### src/rtl/ramp_trim_cal_pkg.sv
package ramp_trim_cal_pkg;

  typedef enum logic [2:0] {
    ST_IDLE = 3'd0,
    ST_SEL  = 3'd1,
    ST_REQ  = 3'd2,
    ST_WAIT = 3'd3,
    ST_DONE = 3'd4
  } cal_state_t;

  localparam int unsigned RATIO_NUM = 5;
  localparam int unsigned RATIO_DEN = 7;

endpackage

### src/rtl/cal_target_calc.sv
module cal_target_calc
  import ramp_trim_cal_pkg::*;
#(
  parameter int unsigned CNT_W = 12
) (
  input  logic             clk,
  input  logic             rst_n,
  input  logic             load_i,
  input  logic [CNT_W-1:0] max_count_i,
  input  logic [CNT_W-1:0] result_i,
  output logic             res_gt_o
);

  localparam int unsigned PROD_W = CNT_W + 3;

  logic [PROD_W-1:0] prod;
  logic [PROD_W-1:0] quot;
  logic [CNT_W-1:0]  tgt_d;
  logic [CNT_W-1:0]  tgt_q;

  always_comb begin
    prod  = PROD_W'(max_count_i) * PROD_W'(RATIO_NUM);
    quot  = prod / PROD_W'(RATIO_DEN);
    tgt_d = quot[CNT_W-1:0];
  end

  always_ff @(posedge clk or negedge rst_n) begin
    if (!rst_n) begin
      tgt_q <= '0;
    end else if (load_i) begin
      tgt_q <= tgt_d;
    end
  end

  assign res_gt_o = (result_i > tgt_q);

  p_target_scaled_r2: assert property (@(posedge clk) disable iff (!rst_n)
    load_i |=> (tgt_q <= $past(max_count_i)));

endmodule

### src/rtl/cal_trim_reg.sv
module cal_trim_reg #(
  parameter int unsigned TRIM_W = 4
) (
  input  logic              clk,
  input  logic              rst_n,
  input  logic              clr_i,
  input  logic              inc_i,
  output logic [TRIM_W-1:0] trim_o,
  output logic              at_max_o
);

  logic [TRIM_W-1:0] trim_d;
  logic [TRIM_W-1:0] trim_q;
  logic              trim_en;

  always_comb begin
    trim_en = clr_i | inc_i;
    if (clr_i) begin
      trim_d = '0;
    end else begin
      trim_d = trim_q + TRIM_W'(1);
    end
  end

  always_ff @(posedge clk or negedge rst_n) begin
    if (!rst_n) begin
      trim_q <= '0;
    end else if (trim_en) begin
      trim_q <= trim_d;
    end
  end

  assign trim_o   = trim_q;
  assign at_max_o = &trim_q;

  p_trim_single_step_r5: assert property (@(posedge clk) disable iff (!rst_n)
    !$stable(trim_q) |-> (trim_q == '0 || trim_q == $past(trim_q) + TRIM_W'(1)));

  p_no_wrap_r9: assert property (@(posedge clk) disable iff (!rst_n)
    ($past(trim_q) == '1 && !$past(clr_i)) |-> (trim_q == '1));

endmodule

### src/rtl/cal_seq_fsm.sv
module cal_seq_fsm
  import ramp_trim_cal_pkg::*;
(
  input  logic clk,
  input  logic rst_n,
  input  logic start_i,
  input  logic valid_i,
  input  logic res_gt_i,
  input  logic at_max_i,
  output logic load_o,
  output logic clr_o,
  output logic inc_o,
  output logic req_o,
  output logic sel_o,
  output logic busy_o,
  output logic done_o,
  output logic sat_o
);

  cal_state_t st_q, st_d;
  logic       sat_q, sat_d;
  logic       sat_en;

  always_comb begin
    st_d   = st_q;
    load_o = 1'b0;
    clr_o  = 1'b0;
    inc_o  = 1'b0;
    sat_en = 1'b0;
    sat_d  = sat_q;
    case (st_q)
      ST_IDLE, ST_DONE: begin
        if (start_i) begin
          st_d   = ST_SEL;
          load_o = 1'b1;
          clr_o  = 1'b1;
          sat_en = 1'b1;
          sat_d  = 1'b0;
        end
      end
      ST_SEL:  st_d = ST_REQ;
      ST_REQ:  st_d = ST_WAIT;
      ST_WAIT: begin
        if (valid_i) begin
          if (!res_gt_i) begin
            st_d = ST_DONE;
          end else if (at_max_i) begin
            st_d   = ST_DONE;
            sat_en = 1'b1;
            sat_d  = 1'b1;
          end else begin
            st_d  = ST_REQ;
            inc_o = 1'b1;
          end
        end
      end
      default: st_d = ST_IDLE;
    endcase
  end

  always_ff @(posedge clk or negedge rst_n) begin
    if (!rst_n) begin
      st_q <= ST_IDLE;
    end else begin
      st_q <= st_d;
    end
  end

  always_ff @(posedge clk or negedge rst_n) begin
    if (!rst_n) begin
      sat_q <= 1'b0;
    end else if (sat_en) begin
      sat_q <= sat_d;
    end
  end

  assign req_o  = (st_q == ST_REQ);
  assign busy_o = (st_q == ST_SEL) || (st_q == ST_REQ) || (st_q == ST_WAIT);
  assign sel_o  = busy_o;
  assign done_o = (st_q == ST_DONE);
  assign sat_o  = sat_q;

  p_req_one_cycle_r6: assert property (@(posedge clk) disable iff (!rst_n)
    req_o |=> !req_o);

  p_sel_leads_req_r4: assert property (@(posedge clk) disable iff (!rst_n)
    $rose(req_o) |-> $past(sel_o));

  p_busy_done_excl_r8: assert property (@(posedge clk) disable iff (!rst_n)
    !(busy_o && done_o));

  p_done_held_r7: assert property (@(posedge clk) disable iff (!rst_n)
    (done_o && !start_i) |=> done_o);

endmodule

### src/rtl/ramp_trim_cal.sv
module ramp_trim_cal
  import ramp_trim_cal_pkg::*;
#(
  parameter int unsigned CNT_W  = 12,
  parameter int unsigned TRIM_W = 4
) (
  input  logic              clk,
  input  logic              rst_n,
  input  logic              start_i,
  input  logic [CNT_W-1:0]  max_count_i,
  input  logic [CNT_W-1:0]  conv_data_i,
  input  logic              conv_valid_i,
  output logic [TRIM_W-1:0] trim_o,
  output logic              conv_req_o,
  output logic              cal_sel_o,
  output logic              busy_o,
  output logic              done_o,
  output logic              sat_err_o
);

  logic load_w, clr_w, inc_w, gt_w, at_max_w;

  cal_target_calc #(.CNT_W(CNT_W)) u_tgt (
    .clk         (clk),
    .rst_n       (rst_n),
    .load_i      (load_w),
    .max_count_i (max_count_i),
    .result_i    (conv_data_i),
    .res_gt_o    (gt_w)
  );

  cal_trim_reg #(.TRIM_W(TRIM_W)) u_trim (
    .clk      (clk),
    .rst_n    (rst_n),
    .clr_i    (clr_w),
    .inc_i    (inc_w),
    .trim_o   (trim_o),
    .at_max_o (at_max_w)
  );

  cal_seq_fsm u_fsm (
    .clk      (clk),
    .rst_n    (rst_n),
    .start_i  (start_i),
    .valid_i  (conv_valid_i),
    .res_gt_i (gt_w),
    .at_max_i (at_max_w),
    .load_o   (load_w),
    .clr_o    (clr_w),
    .inc_o    (inc_w),
    .req_o    (conv_req_o),
    .sel_o    (cal_sel_o),
    .busy_o   (busy_o),
    .done_o   (done_o),
    .sat_o    (sat_err_o)
  );

  p_sat_with_done_r9: assert property (@(posedge clk) disable iff (!rst_n)
    sat_err_o |-> (done_o && trim_o == '1));

  p_start_clears_r3: assert property (@(posedge clk) disable iff (!rst_n)
    (start_i && !busy_o) |=> (trim_o == '0 && !done_o && !sat_err_o));

endmodule

### config.mk
export PLATFORM = sky130hd
export DESIGN_NAME = ramp_trim_cal
export DESIGN_NICKNAME = d
export VERILOG_FILES = /design/src/rtl/ramp_trim_cal_pkg.sv /design/src/rtl/cal_target_calc.sv /design/src/rtl/cal_trim_reg.sv /design/src/rtl/cal_seq_fsm.sv /design/src/rtl/ramp_trim_cal.sv
export SDC_FILE = /design/constraint.sdc
export NUM_CORES = 1
export LEC_CHECK = 0
export BUFFER_PORTS_ARGS = -buffer_cell sky130_fd_sc_hd__buf_4
export CORE_MARGIN = 8
export CORE_UTILIZATION = 55
export CTS_BUF_LIST = sky130_fd_sc_hd__clkbuf_2 sky130_fd_sc_hd__clkbuf_4 sky130_fd_sc_hd__clkbuf_8
export DETAILED_ROUTE_END_ITERATION = 6
export GPL_ROUTABILITY_DRIVEN = 1
export PLACE_DENSITY = 0.8
export SETUP_SLACK_MARGIN = 0.1
export SYNTH_ARGS = -nofsm -noshare
export SYNTH_HDL_FRONTEND = slang
export SYNTH_SLANG_ARGS = --single-unit
### constraint.sdc
create_clock -name clk -period 2.7 [get_ports clk]
set_input_delay 0.675 -clock clk [delete_from_list [all_inputs] [get_ports clk]]
set_output_delay 0.675 -clock clk [all_outputs]
set_load 0.05 [all_outputs]
==> results.md, run 1 <==
* Status: did not finish
* Stop stage: global routing (5_1_grt)
* Error: [ERROR DPL-0038] Utilization greater than 100%, impossible to legalize
* Ys flop type: dfrtp_1
* Synth warn at 0
* Syn Area/Cell at between 7 and 8 µm²
* Largest net degree at the start of global routing at 21
* Clock Tree Buf Depth at 2
* Die height at between 90 and 100 µm
* IO Pins at 37
* Rows at 29
* Horiz. Die Dim at 96.8 µm
* Asr flop ratio synth at 100%
* Worst_ep kind: register input
* Initial Utilization at 56.8%
* Clock Sinks at 20
* H-tree Lvls at 1
* GPL Wtd Cong at slightly above 0.9
* PortBufs at 36
* Mapped Nets at 525
* Number of synthesized flops with an enable pin at 0
* Library cells used by synthesis at 84
* Synth Register Bits at 20
* Clk Tree Root Cell: clkbuf_8
* DP Worst Slack at -4.08 ns
* Sequential area share after synthesis at 13.9%
* DP Wirelength at 9.36 mm
* TritonCTS Buffers at 3
* Mapped Cells at around 460
* Worst EP post-GRT repair: u_tgt.tgt_q[0]$_DFFE_PN0P_/D
* Post-synthesis cell area at 0.00359 mm²
==> logic make-up after synthesis <==
logic type / count (synthesis) / share of synthesized area, %
mux: 9 / 2.62
compound gates: 172 / 36.6
flops: 20 / 13.9
simple gates: 168 / 24.9
fa+ha+maj: 36 / 12.7
buf+inv: 44 / 5.86
xor+xnor: 13 / 3.38
==> through the flow <==
stage	cell area (µm²)	util (%)	std cells
after floorplan	3710	-	462
after global placement	4910	77.8	684
after detailed placement	4910	77.8	684
after CTS	5620	89.0	710
==> synth_stat cells (all sizes together), types with 4 or more instances <==
cell type	number	area share, %
or3	6	1.0
and2	5	0.94
clkbuf	8	0.84
nor4	8	2.4
a211oi	15	4.0
nor2b	4	0.70
and3	6	1.0
xnor2	7	1.9
o21ai	31	4.4
a31oi	10	1.9
nand2b	7	1.2
a21oi	30	4.2
a211o	5	1.2
dfrtp	20	14
nand4	8	1.4
o211ai	15	3.7
xor2	6	1.5
o31ai	4	0.84
o211a	5	1.4
ha	34	12
nand3	16	2.2
inv	23	2.4
mux2i	6	1.7
buf	13	2.6
nand2	38	4.0
a221oi	5	1.9
nor2	39	4.1
a21o	10	2.1
nor3	22	3.6
==> timing repair <==
action | 4_1_cts
endpoints found under the setup margin | 14
buffers inserted | 23
resized for setup | 90
pin swaps | 36
cloned | 0
hold buffers | 0
==> inputs of run 2 (changes only) <==
CORE_UTILIZATION = 40   (was 55)
CTS_BUF_LIST = unset   (was sky130_fd_sc_hd__clkbuf_2 sky130_fd_sc_hd__clkbuf_4 sky130_fd_sc_hd__clkbuf_8)
PLACE_DENSITY = unset   (was 0.8)
PLACE_DENSITY_LB_ADDON = 0.15   (was unset)
SETUP_SLACK_MARGIN = unset   (was 0.1)
==> run 2 against run 1 <==
The flow now finishes, with violations (setup timing). Synthesized cell count is the same. Area after synthesis is the same.
==> results.md, run 2 <==
* Status: finished, violations left (was did not finish)
* Failing checks: setup timing
* Ys flop type: dfrtp_1 (unchanged)
* Core area at between 0.008 and 0.009 mm²
* Clock Sinks at 20 (unchanged)
* DR WL/cell at 17.7 µm
* CTS tree: done
* Arrival @ worst endpoint at 6.69 ns
* Clock Tree Buf Depth at 2 (unchanged)
* RSZ-0062 raised after global routing: yes
* Antenna violations before repair at 0
* DRT Pass-1 Iters at 5
* Horiz. Die Dim at 111 µm (was 96.8 µm)
* Most frequent cell after synthesis: nor2_1 (unchanged)
* Worst-Skew Late Latency at roughly 0.26 ns
* Final std cell area, no fill at 0.00610 mm²
* PnR Total Power at around 0.0071 W
* GRT overflow at 0
* Max-Cap Viols at 0
* VDD IR-drop max at 0.000535 V
* Library cells used by synthesis at 84 (unchanged)
* Placed Area at 0.00500 mm² (was 0.00491 mm²)
* Antenna diode count at 0
* Vias after detailed routing at 4,591
* Slew Limit Headroom at between 40 and 50%
* Fin. Hold Viols at 0
* Syn Area/Cell at 7.77 µm² (unchanged)
* Hold_ws at 0.269 ns
* Final WL at approximately 13 mm
* Synth warn at 0 (unchanged)
* Synth Register Bits at 20 (unchanged)
* DRT iter0 DRCs at approximately 300
* Period Utilization, post-route at 242%
* Fin worst setup slack at -3.84 ns
* IO Pins at 37 (unchanged)
* Most frequent cells in the layout: 187 x buf_4, 33 x nand2_1, 31 x nor2_1, 22 x a21oi_1, 21 x inv_1
* HP Class: primary input to async pin
* Power per cell area at about 1200 mW/mm²
* TritonCTS Buffers at 3 (unchanged)
* GRT Overall Usage at 19.4%
* Max Fanout on Critical Path at 5
* Final min period at ~6.5 ns
* Max Clock Skew at a little over 0.007 ns
* Final setup fails at 11
* Crit start category: primary input
* DP Wirelength at 9.59 mm (was 9.36 mm)
* Largest net degree at the start of global routing at 21
* First-pass GRT wire length at between 20 and 25 mm
* Rows at 34 (was 29)
* Die height at 111 µm (was 96.8 µm)
* GPL Wtd Cong at 0.931 (was 0.924)
* Clock transition at path regs at 0.08 ns
* Slew at the pin with the worst max-slew slack at 0.766 ns
* Final core occ at between 60 and 70%
* Mapped Cells at 462 (unchanged)
* Most common cell after layout, fill and taps aside: buf_4
* Nets@finish at ~720
* Detailed-route DRC error count at 0
* PortBufs at 36 (unchanged)
* Critical path class: primary input to flop
* Largest register FFs at 12
* ANT nets after route at 0
* Slowest CP cell: or4_4
* Sequential area share after synthesis at 13.9% (unchanged)
* Number of synthesized flops with an enable pin at 0 (unchanged)
* Asr flop ratio synth at 100% (unchanged)
* Worst Setup End Kind: flop
* Biggest register: u_tgt.tgt_q
* Fin. max-slew vios at 0
* Clk Tree Root Cell: clkbuf_8 (unchanged)
* FMAX at between 0.15 and 0.2 GHz
* Setup tns final at -20.61 ns
* Leakage power figure at ~2.6 nW
* Fraction of layout cells with a size suffix above 1 at between 50% and 60%
* H-tree Lvls at 1 (unchanged)
* Top cell type by total area after synthesis: dfrtp_1 (unchanged)
* Layout fillers at between 600 and 700
* Top cell type's share of synthesized area at 13.9% (unchanged)
* Critical path's largest stage delay at roughly 0.60 ns
* Vias/cell at 6.02
* Worst Path Buf+Inv at 4
* Die area at approximately 0.012 mm²
* CP required at 2.84 ns
* Vias in the first global route at around 4,500
* Top cells by count, synth: 39 x nor2_1, 38 x nand2_1, 34 x ha_1 (unchanged)
* Mapped Nets at 525 (unchanged)
* Area growth, synth to finish at 70.0%
* Cell family with most CP delay: compound AO/OA/AOI/OAI gates
* Initial Utilization at 41.1% (was 56.8%)
* Post-synthesis cell area at 0.00359 mm² (unchanged)
* Area contributors post-synth: dfrtp_1 14%, ha_1 12%, a21oi_1 4.2%, nor2_1 4.1%, nand2_1 4.0% (unchanged)
[run 2: where the power goes]
group	internal, W	leakage, nW	switching [W]	total, W
Clock	0.000198	0.0357	0.000102	0.000300
Sequential	0.000423	0.247	0.0000681	0.000491
Combinational	0.00314	2.36	0.00315	0.00629
Total	0.00376	2.64	0.00332	0.00708
[run 2: cell type report]
type / count / area (µm²) / area share, %
clock buffers: 3 / 41.3 / 0.677
well taps: 108 / 135 / 2.22
multi-input cells: 398 / 3640 / 59.7
clock inverters: 1 / 30.0 / 0.492
inverters: 23 / 86.3 / 1.42
repair buffers: 209 / 1660 / 27.3
flip-flops and latches: 20 / 500 / 8.21
[run 2: through the flow]
step           std cells  setup slack (ns)
2_1_floorplan        462             -3.76
3_3_place_gp         722             -4.01
3_5_place_dp         722             -4.12
4_1_cts              750             -3.61
5_1_grt              762             -4.11
6_report             762             -3.84
[run 2: kinds of logic (layout without fill, tap and decap cells)]
group	Yosys count	count (layout)	synth area share [%]
buffers and inverters	44	236	5.86
xor gates and xnor gates	13	13	3.38
AOI/OAI and AO/OA	172	172	36.6
DFF	20	20	13.9
and+or+nand+nor	168	168	24.9
adders and majority gates	36	36	12.7
muxes	9	9	2.62
[run 2: metal layers]
layer	vias up	share of wire [%]	GRT usage (%)	wire length, µm
met5	-	0	0	0
met4	0	3.9	6.22	522
li1	2178	-	-	-
met1	2197	42	23.0	5620
met3	53	4.5	2.54	607
met2	163	50	34.8	6720
[run 2: path summary, 6_finish.rpt]
check	to	cells after the start	slack [ns]	from
worst max-delay path	u_tgt.tgt_q[0]	30	-3.84	max_count_i[1]
worst min-delay path	u_fsm.st_q[0]	1	0.27	rst_n
worst max register to register	u_trim.trim_o[3]	16	0.30	u_tgt.tgt_q[5]
worst min register to register	u_tgt.tgt_q[8]	1	0.48	u_tgt.tgt_q[8]
max in group asynchronous	u_tgt.tgt_q[4]	1	2.21	rst_n
min in group clk	u_tgt.tgt_q[8]	1	0.48	u_tgt.tgt_q[8]
[run 2: repair_timing]
item                                    in CTS  in global routing
pin swaps                                   34                 27
endpoints found under the setup margin      12                 16
hold buffers                                 0                  0
gates resized for setup                     68                 70
buffers inserted                            25                 13
Power figures use the tool's default switching activity.
==> inputs of run 3 (changes only) <==
--- a/config.mk
+++ b/config.mk
@@ -12,4 +12,5 @@
 export GPL_ROUTABILITY_DRIVEN = 1
 export PLACE_DENSITY_LB_ADDON = 0.15
+export SETUP_SLACK_MARGIN = 0.4
 export SYNTH_ARGS = -nofsm -noshare
 export SYNTH_HDL_FRONTEND = slang
==> constraint.sdc (replaced) <==
create_clock -name clk -period 2.7 [get_ports clk]
set_input_delay 0.675 -clock clk [delete_from_list [all_inputs] [get_ports clk]]
set_output_delay 0.675 -clock clk [all_outputs]
set_load 0.005 [all_outputs]
==> run 3 against run 2 <==
The flow still finishes with violations (setup timing). First-iteration DRC count down 23%. Global-route usage up 0.95 points. Utilization up 1.5 points. Via count down 1.3%. Clock power about the same. Routed wire length down 1.7%. Power down 1.8%. Non-clock buffer count up 4. Sequential power up 2%. Register-to-register slack better by 0.10 ns. Critical endpoint unchanged. Largest power group unchanged.
==> results.md, run 3 (synthesis gave the netlist of run 2 again) <==
* Status: finished, violations left (unchanged)
* Failing checks: setup timing (unchanged)
* Clock Tree Buf Depth at 2 (unchanged)
* Final std cell area, no fill at 0.00623 mm² (was 0.00610 mm²)
* Reg2Reg Setup Slack at 0.40 ns (was 0.30 ns)
* Die height at 111 µm (unchanged)
* Biggest register: u_tgt.tgt_q (unchanged)
* First-pass GRT wire length at 21.8 mm (was 20.9 mm)
* Fin. Hold Viols at 0 (unchanged)
* Vias/cell at 5.91 (was 6.02)
* Area growth, synth to finish at 73.5% (was 70.0%)
* Clock Sinks at 20 (unchanged)
* PnR Total Power at 0.00696 W (was 0.00708 W)
* Most common cell after layout, fill and taps aside: buf_4 (unchanged)
* Largest net degree at the start of global routing at 21 (unchanged)
* Slew Limit Headroom at 56.7% (was 48.4%)
* Antenna violations before repair at 0 (unchanged)
* Worst-Skew Late Latency at 0.26 ns (about the same)
* PortBufs at 36 (unchanged)
* Horiz. Die Dim at 111 µm (unchanged)
* CP most frequent cell: buf_4
* GRT overflow at 0 (unchanged)
* Final Non-Filler Cells at 766 (was 762)
* IO Pins at 37 (unchanged)
* Final setup fails at 12 (was 11)
* Initial Utilization at 41.1% (unchanged)
* # hold bufs at CTS at 0 (unchanged)
* Worst Setup End Kind: flop (unchanged)
* Fin. max-slew vios at 0 (unchanged)
* Rows at 34 (unchanged)
* Fraction of layout cells with a size suffix above 1 at 54.3% (was 52.1%)
* Vias in the first global route at 4,567 (was 4,482)
* Max Clock Skew at 0.00499 ns (was 0.00724 ns)
* ANT nets after route at 0 (unchanged)
* Arrival @ worst endpoint at 6.62 ns (was 6.69 ns)
* Vias after detailed routing at 4,530 (was 4,591)
* CTS tree: done (unchanged)
* Largest register FFs at 12 (unchanged)
* Antenna diode count at 0 (unchanged)
* Power per cell area at 1120 mW/mm² (was 1160 mW/mm²)
* Period Utilization, post-route at 240% (was 242%)
* VDD IR-drop max at 0.000532 V (was 0.000535 V)
* DR WL/cell at 17.3 µm (was 17.7 µm)
* Clock transition at path regs at 0.08 ns (about the same)
* GPL Wtd Cong at 0.922 (was 0.931)
* Clk Tree Root Cell: clkbuf_8 (unchanged)
* Hold_ws at 0.276 ns (was 0.269 ns)
* H-tree Lvls at 1 (unchanged)
* Max Fanout on Critical Path at 5 (unchanged)
* Critical path class: primary input to flop (unchanged)
* Leakage power figure at 2.71 nW (was 2.64 nW)
* Core area at 0.00872 mm² (unchanged)
* HP Class: primary input to async pin (unchanged)
* GRT Overall Usage at 20.3% (was 19.4%)
* DRT iter0 DRCs at 226 (was 295)
* DP Wirelength at 9.73 mm (was 9.59 mm)
* Fin worst setup slack at -3.78 ns (was -3.84 ns)
* Most frequent cells in the layout: 180 x buf_4, 32 x buf_6, 31 x nand2_1, 29 x nor2_1, 21 x inv_1 (was 187 x buf_4, 33 x nand2_1, 31 x nor2_1, 22 x a21oi_1, 21 x inv_1)
* Final min period at 6.48 ns (was 6.54 ns)
* Placed Area at 0.00506 mm² (was 0.00500 mm²)
* Critical path's largest stage delay at 0.48 ns (was 0.60 ns)
* Slew at the pin with the worst max-slew slack at 0.642 ns (was 0.766 ns)
* Layout fillers at 666 (was 660)
* FMAX at 0.154 GHz (was 0.153 GHz)
* Max-Cap Viols at 0 (unchanged)
* Placed cells at 726 (was 722)
* Slowest CP cell: or4_4 (unchanged)
* Detailed-route DRC error count at 0 (unchanged)
* DRT Pass-1 Iters at 5 (unchanged)
* Crit start category: primary input (unchanged)
* Die area at 0.0123 mm² (unchanged)
* CP required at 2.84 ns (about the same)
* RSZ-0062 raised after global routing: yes (unchanged)
* TritonCTS Buffers at 3 (unchanged)
* Final WL at 13.2 mm (was 13.5 mm)
* Nets@finish at 722 (was 718)
* DP Worst Slack at -4.29 ns (was -4.12 ns)
## run 3: changes by cell type in the layout (fill, tap and decap cells not counted), sizes merged
cell,delta
buf,+4
## run 3: through the flow
stage / utilization, % / TNS, ns
finish: 71.4 / -21.56
detailed placement: 58.0 / -25.81
CTS: 67.7 / -20.75
global route: 71.4 / -23.33
floorplan: - / -20.17
global placement: 58.0 / -25.46
## run 3: final cells by class
class | instances | area, µm² | area share (%)
multi-input combinational | 398 | 3700 | 59.5
timing repair buffer | 213 | 1730 | 27.7
sequential | 20 | 500 | 8.04
tap | 108 | 135 | 2.17
inverter | 23 | 91.3 | 1.47
clock buffer | 3 | 41.3 | 0.663
clock inverter | 1 | 30.0 | 0.482
## run 3: final timing paths
path / startpoint / endpoint / cells after the start
max reg2reg: u_tgt.tgt_q[5] / u_trim.trim_o[3] / 16
min: rst_n / u_fsm.st_q[0] / 1
min in group clk: u_tgt.tgt_q[2] / u_tgt.tgt_q[2] / 2
max in group asynchronous: rst_n / u_tgt.tgt_q[0] / 1
min reg2reg: u_tgt.tgt_q[2] / u_tgt.tgt_q[2] / 2
max: max_count_i[1] / u_tgt.tgt_q[0] / 30
## run 3: worst max-delay path, delay by kind of cell
family                     cells  cell delay [ns]
buffers and inverters          4             0.50
and+or+nand+nor               11             2.13
AOI/OAI and AO/OA              8             1.65
adders and majority gates      4             0.88
muxes                          3             0.73
## run 3: what timing repair did
action,4_1_cts,5_1_grt
pin swaps,48,23
setup buffers,27,9
gates resized for setup,108,54
endpoints found under the setup margin,15,18
## run 3: routing by layer
metal  vias to the layer above  global-route usage [%]  part of all wire (%)
li1                       2186                       -                     -
met1                      2167                    24.7                    43
met2                       145                    36.0                    50
met3                        32                    2.98                   5.0
met4                         0                    5.77                   2.3
met5                         -                       0                     0
## run 3: where the power goes
group          leakage, nW  switching, W  total, W  internal (W)
sequential           0.247     0.0000771  0.000500      0.000423
clock               0.0357      0.000101  0.000299      0.000198
combinational         2.43       0.00301   0.00616       0.00315
